$ cat src/rtl/fin_pkg.sv
package fin_pkg;
  localparam int ADDR_W = 3;
  localparam logic [ADDR_W-1:0] OFS_STATUS = 3'd0;
  localparam logic [ADDR_W-1:0] OFS_ENABLE = 3'd2;
  localparam logic [ADDR_W-1:0] OFS_CLEAR  = 3'd4;
  localparam logic [ADDR_W-1:0] OFS_LEVEL  = 3'd6;
endpackage

$ cat src/rtl/fin_sync.sv
module fin_sync #(
  parameter int W      = 8,
  parameter int STAGES = 2
) (
  input  logic         clk,
  input  logic         rst,
  input  logic [W-1:0] d,
  output logic [W-1:0] q
);
  logic [STAGES-1:0][W-1:0] pipe;

  always_ff @(posedge clk) begin
    if (rst) begin
      pipe <= '0;
    end else begin
      pipe[0] <= d;
      for (int k = 1; k < STAGES; k++) pipe[k] <= pipe[k-1];
    end
  end

  assign q = pipe[STAGES-1];
endmodule

$ cat src/rtl/fin_chan.sv
module fin_chan (
  input  logic clk,
  input  logic rst,
  input  logic lvl,
  input  logic lvl_prev,
  input  logic en_q,
  input  logic en_wr,
  input  logic en_new,
  input  logic clr,
  output logic st
);
  logic cap;
  logic chg;
  logic going_off;
  logic going_on;

  assign chg       = lvl ^ lvl_prev;
  assign going_off = en_wr & en_q & ~en_new;
  assign going_on  = en_wr & ~en_q & en_new;

  always_ff @(posedge clk) begin
    if (rst) begin
      st  <= 1'b0;
      cap <= 1'b0;
    end else begin
      if (going_off) cap <= lvl;
      if (going_off)     st <= 1'b0;
      else if (going_on) st <= (lvl != cap);
      else if (en_q)     st <= chg | (st & ~clr);
      else               st <= 1'b0;
    end
  end

  // a line that stays disabled keeps its flag low
  a_r3_disabled_quiet: assert property (@(posedge clk) disable iff (rst)
    (!en_q && !en_wr) |=> !st);
  // a change on an enabled line raises the flag
  a_r2_change_sets: assert property (@(posedge clk) disable iff (rst)
    (en_q && !en_wr && chg) |=> st);
  // a change wins over a same-edge clear
  a_r6_change_beats_clear: assert property (@(posedge clk) disable iff (rst)
    (en_q && !en_wr && chg && clr) |=> st);
  // a clear with no change drops the flag
  a_r5_clear_drops: assert property (@(posedge clk) disable iff (rst)
    (en_q && !en_wr && clr && !chg) |=> !st);
  // re-enable at the stored level gives no flag
  a_r4_same_level_quiet: assert property (@(posedge clk) disable iff (rst)
    (going_on && lvl == cap) |=> !st);
  // disabling clears the flag
  a_r8_disable_clears: assert property (@(posedge clk) disable iff (rst)
    going_off |=> !st);
endmodule

$ cat src/rtl/fin_regs.sv
module fin_regs
  import fin_pkg::*;
#(
  parameter int N_CH   = 8,
  parameter int DATA_W = 16
) (
  input  logic              clk,
  input  logic              rst,
  input  logic              wr_en,
  input  logic              rd_en,
  input  logic [ADDR_W-1:0] addr,
  input  logic [N_CH-1:0]   wlow,
  input  logic [N_CH-1:0]   lvl,
  input  logic [N_CH-1:0]   st_vec,
  output logic [N_CH-1:0]   en_q,
  output logic              en_wr,
  output logic [N_CH-1:0]   en_new,
  output logic [N_CH-1:0]   clr_vec,
  output logic [DATA_W-1:0] rdata,
  output logic              irq
);
  localparam int PAD = DATA_W - N_CH;

  logic [N_CH-1:0] st_vis;

  assign en_wr   = wr_en && (addr == OFS_ENABLE);
  assign en_new  = wlow;
  assign clr_vec = (wr_en && (addr == OFS_CLEAR)) ? wlow : '0;
  assign st_vis  = st_vec & en_q;

  always_ff @(posedge clk) begin
    if (rst) en_q <= '0;
    else if (en_wr) en_q <= en_new;
  end

  always_ff @(posedge clk) begin
    if (rst) begin
      rdata <= '0;
    end else if (rd_en) begin
      case (addr)
        OFS_STATUS: rdata <= {{PAD{1'b0}}, st_vis};
        OFS_ENABLE: rdata <= {{PAD{1'b0}}, en_q};
        OFS_LEVEL:  rdata <= {{PAD{1'b0}}, lvl};
        default:    rdata <= '0;
      endcase
    end
  end

  always_ff @(posedge clk) begin
    if (rst) irq <= 1'b0;
    else     irq <= |st_vis;
  end

  // request follows the flags one clock later
  a_r7_irq_high: assert property (@(posedge clk) disable iff (rst)
    (|st_vec) |=> irq);
  a_r7_irq_low: assert property (@(posedge clk) disable iff (rst)
    (st_vec == '0) |=> !irq);
  // enable register takes the written low byte
  a_r9_enable_load: assert property (@(posedge clk) disable iff (rst)
    en_wr |=> (en_q == $past(wlow)));
  // other offsets leave the enable register alone
  a_r11_enable_hold: assert property (@(posedge clk) disable iff (rst)
    !en_wr |=> $stable(en_q));
endmodule

$ cat src/rtl/fin_chg_irq.sv
module fin_chg_irq
  import fin_pkg::*;
#(
  parameter int N_CH   = 8,
  parameter int DATA_W = 16,
  parameter int SYNC_N = 2
) (
  input  logic              clk,
  input  logic              rst,
  input  logic [N_CH-1:0]   pin_in,
  input  logic              wr_en,
  input  logic              rd_en,
  input  logic [ADDR_W-1:0] addr,
  input  logic [DATA_W-1:0] wdata,
  output logic [DATA_W-1:0] rdata,
  output logic              irq
);
  logic [N_CH-1:0] lvl;
  logic [N_CH-1:0] lvl_prev;
  logic [N_CH-1:0] st_vec;
  logic [N_CH-1:0] en_q;
  logic [N_CH-1:0] en_new;
  logic [N_CH-1:0] clr_vec;
  logic            en_wr;
  logic            unused_hi;

  assign unused_hi = ^wdata[DATA_W-1:N_CH];

  fin_sync #(.W(N_CH), .STAGES(SYNC_N)) u_sync (
    .clk(clk), .rst(rst), .d(pin_in), .q(lvl)
  );

  always_ff @(posedge clk) begin
    if (rst) lvl_prev <= '0;
    else     lvl_prev <= lvl;
  end

  fin_regs #(.N_CH(N_CH), .DATA_W(DATA_W)) u_regs (
    .clk(clk), .rst(rst), .wr_en(wr_en), .rd_en(rd_en), .addr(addr),
    .wlow(wdata[N_CH-1:0]), .lvl(lvl), .st_vec(st_vec), .en_q(en_q),
    .en_wr(en_wr), .en_new(en_new), .clr_vec(clr_vec), .rdata(rdata),
    .irq(irq)
  );

  for (genvar i = 0; i < N_CH; i++) begin : g_ch
    fin_chan u_ch (
      .clk(clk), .rst(rst), .lvl(lvl[i]), .lvl_prev(lvl_prev[i]),
      .en_q(en_q[i]), .en_wr(en_wr), .en_new(en_new[i]),
      .clr(clr_vec[i]), .st(st_vec[i])
    );
  end
endmodule

$ cat config.mk
export PLATFORM = sky130hd
export DESIGN_NAME = fin_chg_irq
export DESIGN_NICKNAME = d
export VERILOG_FILES = /design/src/rtl/fin_pkg.sv /design/src/rtl/fin_sync.sv /design/src/rtl/fin_chan.sv /design/src/rtl/fin_regs.sv /design/src/rtl/fin_chg_irq.sv
export SDC_FILE = /design/constraint.sdc
export NUM_CORES = 1
export LEC_CHECK = 0
export ABC_AREA = 1
export CORE_MARGIN = 2
export CORE_UTILIZATION = 52
export DETAILED_ROUTE_END_ITERATION = 10
export GPL_ROUTABILITY_DRIVEN = 0
export HOLD_SLACK_MARGIN = 0.1
export PLACE_DENSITY = 0.78
export SLEW_MARGIN = 20
export SYNTH_ARGS = -nofsm -noshare
export SYNTH_HDL_FRONTEND = slang
export SYNTH_SLANG_ARGS = --single-unit
$ cat constraint.sdc
create_clock -name clk -period 1.3 [get_ports clk]
set_input_delay 0.195 -clock clk [delete_from_list [all_inputs] [get_ports clk]]
set_output_delay 0.195 -clock clk [all_outputs]
set_load 0.1 [all_outputs]
**Word level (Yosys, flattened, before mapping)**

Cells that the tools add are included.

- Flip-flop bits (word level): 65
- Input bits: 31
- Output and inout port bits: 17
- Word-level logic and storage cells: 144

- Equal/unequal tests: 11
- Multiplexer cells: 18
- Bitwise gates (word level): 81
- Reductions and logical operators: 12

Operators with widths:

| kind | number |
|---|---|
| AND 1 bit | 40 |
| NOT 1 bit | 24 |
| one-hot mux 8 bit (3 select lines) | 1 |
| two-way mux 1 bit | 16 |
| OR reduction 2 bit | 8 |
| AND 8 bit | 1 |
| two-way mux 8 bit | 1 |
| != test 1 bit | 8 |
| bitwise OR 1 bit | 8 |
| OR reduction 8 bit | 1 |
| XOR 1 bit | 8 |
| == test 3 bit (second input constant) | 2 |
| == test 3 x 2 -> 1 bit (second input constant) | 1 |
| logical NOT 3 bit | 1 |
| logical AND 1 bit | 2 |

**Depth between registers and ports, before layout**

Gate-level depths: netlist (run 1).

- Depth in word-level cells: 8
- Gate-level depth with buffers: 8
- Mapped depth without buffers: 8

**By module**

Synthesis (run 1) repeated with hierarchy kept, for this count alone.

- Cell total of the unflattened synthesis: 465
- Area total of the unflattened synthesis: 3,057.9 um^2

Modules (own cells, without submodules):

| module | instances | cells each | area each (um^2) | seq. area each (um^2) |
|---|---|---|---|---|
| fin_regs | 1 | 166 | 1,161.1 | 340.3 |
| fin_chan | 8 | 27 | 141.4 | 40.0 |
| fin_sync | 1 | 58 | 534.3 | 320.3 |
| fin_chg_irq | 1 | 25 | 231.5 | 160.2 |

**Worst setup path after synthesis (run 1)**

OpenSTA, ideal clock, no wires.

- Path kind: register to register
- Start point: register, netlist name u_regs.rdata[5]
- End point: register u_regs.rdata[5]
- Setup time: 71 ps
- Arrival time: 1,178 ps
- Data required time: 1,229 ps
- Slack: 51 ps
- Stages on the path, launching flop included: 3
- Buffers on the path: 0
- Period minus slack after synthesis: 1,249 ps
- Cell sequence: dfxtp_1 -> nand2_1 -> a21oi_1

RTL lines:

| item | line | RTL |
|---|---|---|
| to (signal assigned) | fin_regs.sv:41 | `OFS_STATUS: rdata <= {{PAD{1'b0}}, st_vis};` |
| to (signal assigned) | fin_regs.sv:42 | `OFS_ENABLE: rdata <= {{PAD{1'b0}}, en_q};` |
| to (signal assigned) | fin_regs.sv:43 | `OFS_LEVEL: rdata <= {{PAD{1'b0}}, lvl};` |
| to (decl) | fin_regs.sv:19 | `output logic [DATA_W-1:0] rdata,` |

**Worst setup path in the final report (run 1)**

- Start point: input addr[0]
- End point: register g_ch[1].u_ch.st

- Longest elaborated chain between the ends: 8
- Elaborated cells on any way between the ends: 15
- Classes of those cells: 2 x eq/ne; 3 x mux; 7 x bitwise; 3 x reduce/logical

RTL lines:

| item | line | RTL |
|---|---|---|
| from (decl) | fin_chg_irq.sv:13 | `input logic [ADDR_W-1:0] addr,` |
| == test 3 bit | fin_regs.sv:28 | `assign clr_vec = (wr_en && (addr == OFS_CLEAR)) ? wlow : '0;` |
| logical AND 1 bit | fin_regs.sv:28 |  |
| two-way mux 8 bit | fin_regs.sv:28 |  |
| NOT 1 bit | fin_chan.sv:29 | `else if (en_q) st <= chg \| (st & ~clr);` |
| AND 1 bit | fin_chan.sv:29 |  |
| bitwise OR 1 bit | fin_chan.sv:29 |  |
| two-way mux 1 bit | fin_chan.sv:29 |  |
| two-way mux 1 bit | fin_chan.sv:28 | `else if (going_on) st <= (lvl != cap);` |
| to (signal assigned) | fin_chan.sv:28 |  |
| to (signal assigned) | fin_chan.sv:29 |  |
| to (decl) | fin_chan.sv:10 | `output logic st` |

Parallel ways exist; a longest one is shown, timed or not.
A chain may end at the register's enable or synchronous reset.

==> results of run 1 <==
-- placed cells by master (no fill, tap or decap), types with 2 or more instances in the layout --
| cell | synthesis | layout |
|---|---|---|
| a22oi_1 | 6 | 6 |
| clkinvlp_4 | 0 | 2 |
| inv_1 | 64 | 64 |
| clkdlybuf4s50_1 | 0 | 21 |
| buf_4 | 9 | 20 |
| nor2_1 | 76 | 75 |
| dfxtp_1 | 57 | 57 |
| a21oi_1 | 17 | 17 |
| nand2_1 | 84 | 84 |
| conb_1 | 1 | 8 |
| clkbuf_8 | 0 | 12 |
| nand4_1 | 25 | 25 |
| buf_12 | 0 | 12 |
| o21ai_0 | 8 | 8 |
| nand3_1 | 33 | 33 |
| nor2_4 | 2 | 2 |
-- final timing paths --
check                                     from              end  depth (start not counted)
worst max-delay path                   addr[0]  g_ch[1].u_ch.st                          9
worst max register to register  u_regs.en_q[4]  u_regs.rdata[4]                          6
worst min register to register  u_sync.pipe[4]      u_sync.q[4]                          2
worst min-delay path                 pin_in[1]   u_sync.pipe[1]                          3
-- per-layer routing --
layer  wire length (um)  vias up  share of wire (%)
met5                  0        -                  0
li1                   -     1349                  -
met1               2660     1153                 42
met2               3110       73                 49
met4                146        0                2.3
met3                383       17                6.1
-- final cells by class --
class                           count  share of cell area [%]
Inverter                           66                    7.14
Sequential cell                    57                    32.6
Timing Repair Buffer               54                    17.5
Multi-Input combinational cell    264                    34.1
Clock buffer                       12                    4.71
Tap cell                           70                    2.50
Clock inverter                      4                    1.43
-- power groups by stage --
stage	registers (uW)	logic (uW)	clock network (uW)
floorplan	1870	297	0
global placement	1860	469	0
detailed placement	1860	477	0
CTS	1830	479	1770
global route	1830	518	1860
finish	1830	481	1750
-- cell families after synthesis --
group / synth area share (%)
AOI/OAI and AO/OA: 6.54
buffers and inverters: 14.4
DFF: 42.3
other: 0.139
and+or+nand+nor: 36.6
-- stage by stage --
stage                     instance area, um^2  instances  utilization (%)
final                                    3500        527             69.5
after global routing                     3500        527             69.5
after CTS                                3500        527             69.4
after detailed placement                 3280        511             65.1
after global placement                   3280        511             65.1
after floorplan                          2720        409                -
-- timing repair --
| action | CTS | global route |
|---|---|---|
| gates resized for setup | 0 | 2 |
| buffers inserted | 0 | 0 |
| endpoints found under the setup margin | 0 | 11 |
-- registers in the layout (all words and copies together), names as in the netlist --
register,flops
g_ch.u_ch.cap,8
g_ch.u_ch.st,8
lvl_prev,8
u_regs.en_q,8
u_regs.irq,1
u_regs.rdata,8
u_sync.pipe,8
u_sync.q,8
-- critical path, stage by stage --
cell and delay (ns):
clkdlybuf4s50_1 0.48, buf_4 0.18, nor2_4 0.09, buf_12 0.15
nand4_1 0.08, nand2_1 0.08, nand2_1 0.05, nor2_1 0.09
nor2_1 0.05
==> results.cfg, run 1 <==
[power]
internal_power_uw = 3000
p_sw_share_pct = 26.1
p_leak_uw = 0.00159
power_frac_seq_pct = 45.0
power.total_uw = 4060
clockPowerShare_pct = 43.2
p_sw_uw = 1060
peakVddDrop_uv = 912
power_density_nw_per_um2 = 1160
p_comb_share_pct = 11.8

[global_routing]
track_usage_pct = 23.6
grt-ovfl-total = 0
gr-usage-met2_pct = 40.2
antenna_found_initial = 0
grt_pass1_vias = 2433
use_met1_pct = 27.9
grtUsageMet3_pct = 7.70
grt_max_degree = 28
grt_busiest_layer = met2
grt_pass1_wl_um = 10900

[setup_path]
end_kind = flip-flop
cp.required_ns = 1.53
critPathMaxFanout = 16
critPathLaunchType = primary input
worstSetupPathType = in2reg
rrSetupSlack_ns = 0.22
arrival_ns = 1.44

[floorplanning]
std_cell_rows = 26
start_util_pct = 53.5
dieArea_um2 = 5780
die_w_um = 76.0
dieHeight_um = 76.0
pin_count = 48
coreArea_um2 = 5040

[yosys]
synth_seq_cells = 57
yosys.area.top_type_share_pct = 42.3
ys_async_sr_fraction_pct = 0
post_synth.cell_area_avg_um2 = 6.71
netlist_area_um2 = 2700
yosysTopAreaCell = dfxtp_1
synth_edf_count = 0
ys_types = 23
syn_inst = 402
synth_most_common_cell = nand2_1
synthTopCellsByArea = dfxtp_1 42%, nand2_1 12%, nor2_1 11%
ys.flop_type = dfxtp_1
synth_common_cells = 84 x nand2_1, 76 x nor2_1, 64 x inv_1, 57 x dfxtp_1, 33 x nand3_1
yosys_warnings = 0
seq_area_frac_synth_pct = 42.3

[route]
drtIter0Drc = 133
vias_per_cell = 4.92
final_antenna_net_count = 0
drcViolationCount = 0
wl_per_cell_um = 12.0
dr.pass1.iters = 4
routed_wl_um = 6300
via_count = 2592

[cells_and_area]
syn_to_final_growth_pct = 29.9
layout-drive-gt1-share_pct = 12.3
nFillCells = 451
finalNetCount = 483
regArea_um2 = 1140
antenna_cells = 0
multiInputGateArea_um2 = 1200

[cts]
root_buffer = clkbuf_8
postCtsHoldBufs = 0
cts_tree = built
htreeDepth = 3
clkLatencyLatePin_ns = 0.35
clock-sinks = 57
cts_buffers = 9
clkTransAtPathRegs_ns = 0.06
cts.path.max_buffers = 2

[outcome]
status = complete, no violations

[timing]
fin_setup_tns_ns = 0
hold_viol = 0
period_share_pct = 92.8
setup_slack_ns = 0.0936
worst_clock_skew_ns = 0.0102
setup_viol = 0
period_needed_ns = 1.21
rsz0062_at_grt = false
finalMaxSlewViolations = 0
whs_ns = 0.360
max_freq_mhz = 829

[placement]
place_hpwl_um = 4600
pre_cts_slack_ns = -0.286
port-buffer-count = 31

[job]
drv_cap = 0

[min_path]
hold_path.class = in2reg
Power figures use the tool's default switching activity.
==> run 2, diff against run 1 <==
GPL_ROUTABILITY_DRIVEN = not set   (was 0)
==> results of run 2 <==
No change in the layout: final DEF, timing and power equal those of run 1.
==> run 3, diff against run 2 <==
SETUP_SLACK_MARGIN = 0.3   (was not set)
==> run 3 against run 2 <==
Against the previous run:
- hold slack lost 0.12 ns
- first-iteration DRC count grew 40%
- sequential share of layout area grew 0.24 points
- utilization grew 2.4 points
- non-clock buffer count grew 7
- global-route usage grew 0.22 points
- die area is the same
- critical path depth shrank 8
- maximum frequency grew 12%
- register-to-register slack gained 0.16 ns
- routed wire length grew 4.9%
- setup slack gained 0.13 ns
==> results.cfg, run 3 (synthesis results as in run 1) <==
[outcome]
status = complete, no violations

[global_routing]
grt-ovfl-total = 0
antenna_found_initial = 0
track_usage_pct = 23.8
grt_max_degree = 23
grt_pass1_vias = 2540
grt_pass1_wl_um = 11100

[floorplanning]
die_w_um = 76.0
pin_count = 48
dieArea_um2 = 5780
std_cell_rows = 26
coreArea_um2 = 5040
start_util_pct = 53.5
dieHeight_um = 76.0

[setup_path]
worstSetupPathType = reg2out
critPathLaunchType = flip-flop
critical_path_buf_inv_count = 1
critPathMaxStageDelay_ns = 0.36
path_cells = buf_12
cp.required_ns = 1.11
slowest_stage = dfxtp_2
end_kind = output port
critPathMaxFanout = 2
arrival_ns = 0.88
critical_path.top_delay_family = flip-flops

[power]
p_leak_uw = 0.00164
power_density_nw_per_um2 = 1080
peakVddDrop_uv = 920
power.total_uw = 3930

[route]
vias_per_cell = 5.01
final_antenna_net_count = 0
drcViolationCount = 0
routed_wl_um = 6610
wl_per_cell_um = 12.4
dr.pass1.iters = 5
drtIter0Drc = 186
via_count = 2677

[cts]
postCtsHoldBufs = 0
root_buffer = clkbuf_8
clkLatencyLatePin_ns = 0.34
cts_buffers = 9
clkTransAtPathRegs_ns = 0.06
clock-sinks = 57
htreeDepth = 3
cts_tree = built
cts.path.max_buffers = 2

[cells_and_area]
final_common_cell = nand2_1
antenna_cells = 0
stdcell_count = 534
final_cell_mix = 79 x nand2_1, 76 x nor2_1, 55 x inv_1, 33 x dfxtp_1, 31 x nand3_1
syn_to_final_growth_pct = 34.3
finalNetCount = 490
layout-drive-gt1-share_pct = 22.8

[timing]
rsz0062_at_grt = true
max_freq_mhz = 932
period_needed_ns = 1.07
worst_clock_skew_ns = 0.00549
setup_viol = 0
period_share_pct = 82.6
hold_viol = 0
finalMaxSlewViolations = 0
fin_setup_tns_ns = 0

[placement]
place_congestion = 0.891
place_hpwl_um = 4630
port-buffer-count = 31
dpl.cell_count = 509

[min_path]
hold_path.class = in2reg

[job]
drv_cap = 0
-- run 3: cell count changes in the layout (fill, tap and decap cells not counted), moves of 5 or more --
cell and delta:
dfxtp_4 +7, dfxtp_1 -24, nand2_1 -5, inv_1 -9, clkdlybuf4s50_1 -6, dfxtp_2 +17, inv_2 +8
-- run 3: worst register-to-register path, stage by stage, from the launching register on --
cell     delay (ns)
dfxtp_2        0.34
nand2_1        0.07
inv_1          0.09
nand3_1        0.07
nand3_1        0.10
nand2_1        0.06
a21oi_1        0.11
-- run 3: area by class of cell --
| cell class | instances | area [um^2] |
|---|---|---|
| Fill cell | 422 | 1420 |
| Multi-Input combinational cell | 264 | 1240 |
| Clock buffer | 13 | 149 |
| Sequential cell | 57 | 1190 |
| Clock inverter | 3 | 40.0 |
| Inverter | 66 | 254 |
| Timing Repair Buffer | 61 | 658 |
| Tap cell | 70 | 87.6 |
-- run 3: routing by layer --
metal | vias up | track usage (%) | share of wire, %
li1 | 1362 | - | -
met1 | 1212 | 27.3 | 42
met2 | 84 | 40.7 | 50
met3 | 19 | 7.11 | 6.2
met4 | 0 | 11.3 | 2.2
met5 | - | 0 | 0
-- run 3: path summary, 6_finish.rpt --
check	start	to	slack (ns)	depth (start not counted)
worst max-delay path	u_regs.rdata[5]	rdata[5]	0.23	1
worst min-delay path	wdata[6]	u_regs.en_q[6]	0.24	3
worst max register to register	u_regs.en_q[2]	u_regs.rdata[2]	0.38	6
worst min register to register	u_sync.pipe[5]	u_sync.q[5]	0.39	2
-- run 3: timing repair --
action / 4_1_cts / 5_1_grt
gates cloned: 0 / 1
setup buffers: 5 / 3
endpoints found under the setup margin: 41 / 34
pin swaps: 3 / 2
gates resized for setup: 20 / 42
-- run 3: through the flow --
| stage | util (%) | setup slack (ns) | area (um^2) | hold slack [ns] |
|---|---|---|---|---|
| after floorplan | - | 0.306 | 2760 | 0.302 |
| after global placement | 64.6 | -0.392 | 3260 | 0.389 |
| after detailed placement | 64.6 | -0.410 | 3260 | 0.393 |
| after CTS | 69.8 | 0.217 | 3520 | 0.360 |
| after global routing | 71.8 | 0.204 | 3620 | 0.276 |
| final | 71.8 | 0.226 | 3620 | 0.236 |
-- run 3: report_power, final --
| part | internal (uW) | switching, uW |
|---|---|---|
| combinational | 178 | 322 |
| clock | 933 | 677 |
| sequential | 1780 | 35.8 |
